File: src/rtl/dcb_pkg.sv
package dcb_pkg;

  typedef enum logic {
    SGN_NEG_ZERO = 1'b0,
    SGN_POS      = 1'b1
  } dcb_sign_e;

  localparam int DCB_DATA_W = 6;
  localparam int DCB_RD_W   = 5;

endpackage

File: src/rtl/dcb_word_disp.sv
module dcb_word_disp #(
  parameter int DATA_W = 6,
  parameter int DW     = 4
) (
  input  logic [DATA_W-1:0]     word,
  output logic signed [DW-1:0]  disp
);
  localparam int CNT_W = $clog2(DATA_W + 1);

  logic [CNT_W-1:0] ones_acc [DATA_W+1];

  assign ones_acc[0] = '0;

  generate
    for (genvar gi = 0; gi < DATA_W; gi++) begin : g_cnt
      assign ones_acc[gi+1] = ones_acc[gi] + CNT_W'(word[gi]);
    end
  endgenerate

  // ones - zeros = 2*ones - DATA_W
  logic signed [DW-1:0] twice_ones;
  assign twice_ones = $signed(DW'({ones_acc[DATA_W], 1'b0}));
  assign disp       = twice_ones - $signed(DW'(DATA_W));

endmodule

File: src/rtl/dcb_flip_decide.sv
module dcb_flip_decide
  import dcb_pkg::*;
#(
  parameter int DW   = 4,
  parameter int RD_W = 5,
  parameter int CW   = 5
) (
  input  logic                  en,
  input  logic signed [DW-1:0]  wd,
  input  logic signed [RD_W-1:0] rd,
  output logic                  invert,
  output logic signed [CW-1:0]  contrib
);
  dcb_sign_e wd_cls;
  dcb_sign_e rd_cls;
  logic signed [CW-1:0] wd_x;
  logic signed [CW-1:0] one_x;

  always_comb begin
    wd_cls = (!wd[DW-1] && (wd != '0)) ? SGN_POS : SGN_NEG_ZERO;
    rd_cls = (!rd[RD_W-1] && (rd != '0)) ? SGN_POS : SGN_NEG_ZERO;
    invert = en && (wd_cls == rd_cls);
    wd_x   = CW'(wd);
    one_x  = CW'(1);
    contrib = invert ? (one_x - wd_x) : (wd_x - one_x);
  end

endmodule

File: src/rtl/dcb_rd_acc.sv
module dcb_rd_acc #(
  parameter int RD_W   = 5,
  parameter int CW     = 5,
  parameter int RD_MAX = 7,
  parameter int RD_MIN = -6
) (
  input  logic                   clk,
  input  logic                   rst_n,
  input  logic                   upd,
  input  logic signed [CW-1:0]   contrib,
  output logic signed [RD_W-1:0] rd_q
);
  localparam int SW = ((RD_W > CW) ? RD_W : CW) + 1;
  localparam logic signed [SW-1:0] S_MAX = SW'(RD_MAX);
  localparam logic signed [SW-1:0] S_MIN = SW'(RD_MIN);

  logic signed [SW-1:0]   sum;
  logic signed [SW-1:0]   clamped;

  always_comb begin
    sum = SW'(rd_q) + SW'(contrib);
    if (sum > S_MAX)      clamped = S_MAX;
    else if (sum < S_MIN) clamped = S_MIN;
    else                  clamped = sum;
  end

  always_ff @(posedge clk) begin
    if (!rst_n)   rd_q <= '0;
    else if (upd) rd_q <= RD_W'(clamped);
  end

endmodule

File: src/rtl/dcb_lane_encoder.sv
module dcb_lane_encoder
  import dcb_pkg::*;
#(
  parameter int DATA_W = DCB_DATA_W,
  parameter int RD_W   = DCB_RD_W,
  parameter int RD_MAX = 7,
  parameter int RD_MIN = -6
) (
  input  logic              clk,
  input  logic              rst_n,
  input  logic              bal_en,
  input  logic              in_valid,
  output logic              in_ready,
  input  logic [DATA_W-1:0] in_data,
  output logic              out_valid,
  input  logic              out_ready,
  output logic [DATA_W:0]   out_word
);
  localparam int DW = $clog2(DATA_W + 1) + 1;
  localparam int CW = DW + 1;

  logic signed [DW-1:0]   wd;
  logic signed [RD_W-1:0] rd_q;
  logic                   invert;
  logic signed [CW-1:0]   contrib;
  logic                   accept;
  logic [DATA_W:0]        coded;

  assign in_ready = !out_valid || out_ready;
  assign accept   = in_valid && in_ready;

  dcb_word_disp #(.DATA_W(DATA_W), .DW(DW)) u_disp (
    .word (in_data),
    .disp (wd)
  );

  dcb_flip_decide #(.DW(DW), .RD_W(RD_W), .CW(CW)) u_dec (
    .en      (bal_en),
    .wd      (wd),
    .rd      (rd_q),
    .invert  (invert),
    .contrib (contrib)
  );

  dcb_rd_acc #(.RD_W(RD_W), .CW(CW), .RD_MAX(RD_MAX), .RD_MIN(RD_MIN)) u_acc (
    .clk     (clk),
    .rst_n   (rst_n),
    .upd     (accept && bal_en),
    .contrib (contrib),
    .rd_q    (rd_q)
  );

  assign coded = invert ? {1'b1, ~in_data} : {1'b0, in_data};

  always_ff @(posedge clk) begin
    if (!rst_n) begin
      out_valid <= 1'b0;
      out_word  <= '0;
    end else if (in_ready) begin
      out_valid <= in_valid;
      if (in_valid) out_word <= coded;
    end
  end

endmodule

File: config.mk
export PLATFORM = sky130hd
export DESIGN_NAME = dcb_lane_encoder
export DESIGN_NICKNAME = d
export VERILOG_FILES = /design/src/rtl/dcb_pkg.sv /design/src/rtl/dcb_word_disp.sv /design/src/rtl/dcb_flip_decide.sv /design/src/rtl/dcb_rd_acc.sv /design/src/rtl/dcb_lane_encoder.sv
export SDC_FILE = /design/constraint.sdc
export NUM_CORES = 1
export LEC_CHECK = 0
export ABC_AREA = 1
export BUFFER_PORTS_ARGS = -buffer_cell sky130_fd_sc_hd__buf_2
export CORE_MARGIN = 2
export CORE_UTILIZATION = 45
export CTS_BUF_LIST = sky130_fd_sc_hd__clkbuf_4 sky130_fd_sc_hd__clkbuf_8 sky130_fd_sc_hd__clkbuf_16
export CTS_CLUSTER_SIZE = 20
export DETAILED_ROUTE_END_ITERATION = 8
export PLACE_DENSITY = 0.77
export SYNTH_ARGS = -nofsm -noshare
export SYNTH_HDL_FRONTEND = slang
export SYNTH_SLANG_ARGS = --single-unit
File: constraint.sdc
create_clock -name clk -period 4.4 [get_ports clk]
set_input_delay 0.66 -clock clk [delete_from_list [all_inputs] [get_ports clk]]
set_output_delay 0.66 -clock clk [all_outputs]
set_load 0.1 [all_outputs]
==> impl_results.md <==
- Status: finished, final reports clean
- Tot GR Track Use: 0.176
- Leading cell type in the layout, fill and taps excluded: nand2_1
- Crit end category: flip-flop
- Share of layout cells above drive strength 1: 0.204
- Pre-CTS setup slack: -0.0671 ns
- Sequential fraction of the synthesis area: 0.237
- Startpoint Class: input pin
- First-pass GRT wire length: 3660 µm
- Site row count: 17
- Synth Area per Inst: 6.66 µm²
- RSZ-0062 raised after global routing: false
- Full die area: 2850 µm²
- Port Buf Inserts: 19
- Filler instances: 224
- Syn. warnings: 0
- FMAX: 243 MHz
- CTS max path bufs: 2
- Max-slew violations: 0
- GR peak layer: met2
- Area of the multi-input gates: 723 µm²
- Yosys top cell area share: 0.237
- Post-CTS Repair Setup Buffers: 0
- CTS tree: done
- Reg2reg start: u_acc.rd_q[0]
- H-tree levels: 1
- Min-Delay Path Class: flip-flop to flip-flop
- CP Max Fanout: 7
- Compound-Gate Fraction of Synth Area: 0.110
- Number of global-route vias before repair: 936
- Vias per cell: 4.84
- Worst Skew: 0.00915 ns
- Dominant cell type by area after synthesis: dfxtp_1
- Syn nets: 187
- Pwr Density: 560 nW/µm²
- Final hold vios: 0
- Layout Nets: 209
- Clock sink count: 13
- Final non-filler cell total: 214
- FF-to-FF path depth: 18
- Post-Syn Instances: 165
- Crit path time final: 4.12 ns
- Met1 global-route usage: 0.209
- Hold_sp: out_word[6]
- Initial Utilization: 0.487
- Worst-Skew Late Latency: 0.28 ns
- Final wirelength: 2250 µm
- Root buffer cell: clkbuf_4
- Maximum vdd drop: 0.000264 V
- DIE WIDTH: 53.4 µm
- Aggregate global routing overflow: 0
- Worst Hold End: out_word[6]
- Static leakage: 0.721 nW
- M3 GR Usage: 0.0537
- Largest family of logic cells by synthesized area: simple AND/OR/NAND/NOR gates
- Number of DRC markers in iteration 0: 19
- Core box area: 2250 µm²
- Mux contribution to synthesized area: 0.0182
- DRT Pass-1 Iters: 4
- XOR/XNOR Fraction of Synth Area: 0.0399
- Synth Area in Adders: 0.153
- Initial antenna violation count: 0
- Kind of critical path: input pin to flip-flop
- Setup violations, final: 0
- Total CTS buffers: 3
- Via Count: 1,035
- Worst-path clk slew: 0.08 ns
- DP HPWL: 1880 µm
- Max_cap viols: 0
- Period Utilization, post-route: 0.936
- N_diodes: 0
- WP data required: 4.57 ns
- R2R Path End: u_acc.rd_q[4]
- Commonest non-fill, non-tap cells in the layout: nand2_1, inv_1, buf_2
- Post-DRT Antenna Nets: 0
- Area contributors post-synth: dfxtp_1, nand2_1, inv_1
- Relative slew slack: 0.675
- R2R setup slack: 2.06 ns
- Die Ht: 53.4 µm
- Post-route DRC: 0
- Crit path DAT: 4.28 ns
- Worst Tran Pin Value: 0.491 ns
- Cells after DPL: 210
- Area Overhead vs Synth: 14.7%
- Maximum number of pins on one net before global-route repair: 13
- Cell variety after synth: 24
- Register Area: 260 µm²
- Synth Area in Simple Gates: 0.321
- WHS Path Cells: 2
- Yosys reg bits: 13
- I/O pins: 20
- Launch point of the worst path: in_data[2]
- Placer Congestion: 0.825
- Final Worst Setup Slack: 0.283 ns
- PnR Total Power: 0.705 mW
- GR Util met2: 0.296
- Routed len/inst: 10.5 µm
- Synthesized area: 1100 µm²
-- metrics by stage --
step / setup TNS (ns) / utilization / cell area (µm²) / hold WS, ns
global route: 0 / 0.559 / 1260 / 0.519
CTS: 0 / 0.551 / 1240 / 0.483
finish: 0 / 0.559 / 1260 / 0.478
detailed placement: -0.111 / 0.538 / 1210 / 0.471
global placement: 0 / 0.538 / 1210 / 0.451
floorplan: 0 / - / 1100 / 0.470
-- sequential cells by signal, indices dropped and copies added, names as in the netlist --
signal and count:
out_valid 1, out_word 7, u_acc.rd_q 5
-- worst max-delay path by stage --
stage | cells past startpoint | to
6_report | 25 | u_acc.rd_q[4]
5_1_grt | 25 | u_acc.rd_q[1]
4_1_cts | 25 | u_acc.rd_q[1]
3_5_place_dp | 25 | u_acc.rd_q[1]
3_3_place_gp | 25 | u_acc.rd_q[1]
2_1_floorplan | 24 | u_acc.rd_q[1]
-- power by group --
part           internal, mW  switching, mW
registers             0.134         0.0136
logic                 0.157          0.321
clock network        0.0413         0.0373
-- timing repair --
action                     in CTS  in global routing
gates resized for setup         0                  5
setup endpoints to repair       0                  4
hold buffers                    0                  0
-- layout make-up --
cell class              count  area share
multi-input cells         119       0.574
flip-flops and latches     13       0.207
inverters                  31      0.0924
repair buffers             19      0.0755
well taps                  28      0.0278
clock buffers               4      0.0238
-- synth_stat cells (all sizes together) --
| library cell | n |
|---|---|
| o21ai | 11 |
| dfxtp | 13 |
| xnor2 | 1 |
| fa | 4 |
| buf | 2 |
| xor2 | 4 |
| nor2 | 13 |
| mux2i | 2 |
| ha | 7 |
| nand4 | 1 |
| nand2 | 46 |
| o21a | 1 |
| a21oi | 11 |
| or2 | 1 |
| nand3 | 17 |
| inv | 31 |
-- cells by family after synthesis --
group,Yosys count
buffers and inverters,33
multiplexers,2
AO/OA/AOI/OAI,23
flip-flops,13
XOR/XNOR,5
AND/OR/NAND/NOR,78
adder cells (fa/ha/maj),11
-- layer usage --
metal  up-vias  part of all wire  wire length (µm)
li1        555                 -                 -
met1       454              0.45              1010
met2        19              0.49              1110
met3         7             0.040                91
met4         0             0.015                33
met5         -                 0                 0
-- worst max-delay path, cell delays in order --
cell,delay [ns]
buf_2,0.07
inv_1,0.07
fa_1,0.51
fa_1,0.39
inv_1,0.07
fa_1,0.44
ha_1,0.22
inv_1,0.07
nand2_1,0.11
nand3_2,0.11
nand2_2,0.08
nor2_8,0.19
xor2_1,0.16
inv_1,0.07
ha_1,0.32
nand2_1,0.09
inv_1,0.05
nand2_1,0.09
nand4_1,0.12
nand2_2,0.12
nand2_1,0.05
nand2_1,0.05
inv_1,0.05
o21ai_0,0.06
inv_1,0.06
Power figures use the tool's default switching activity.
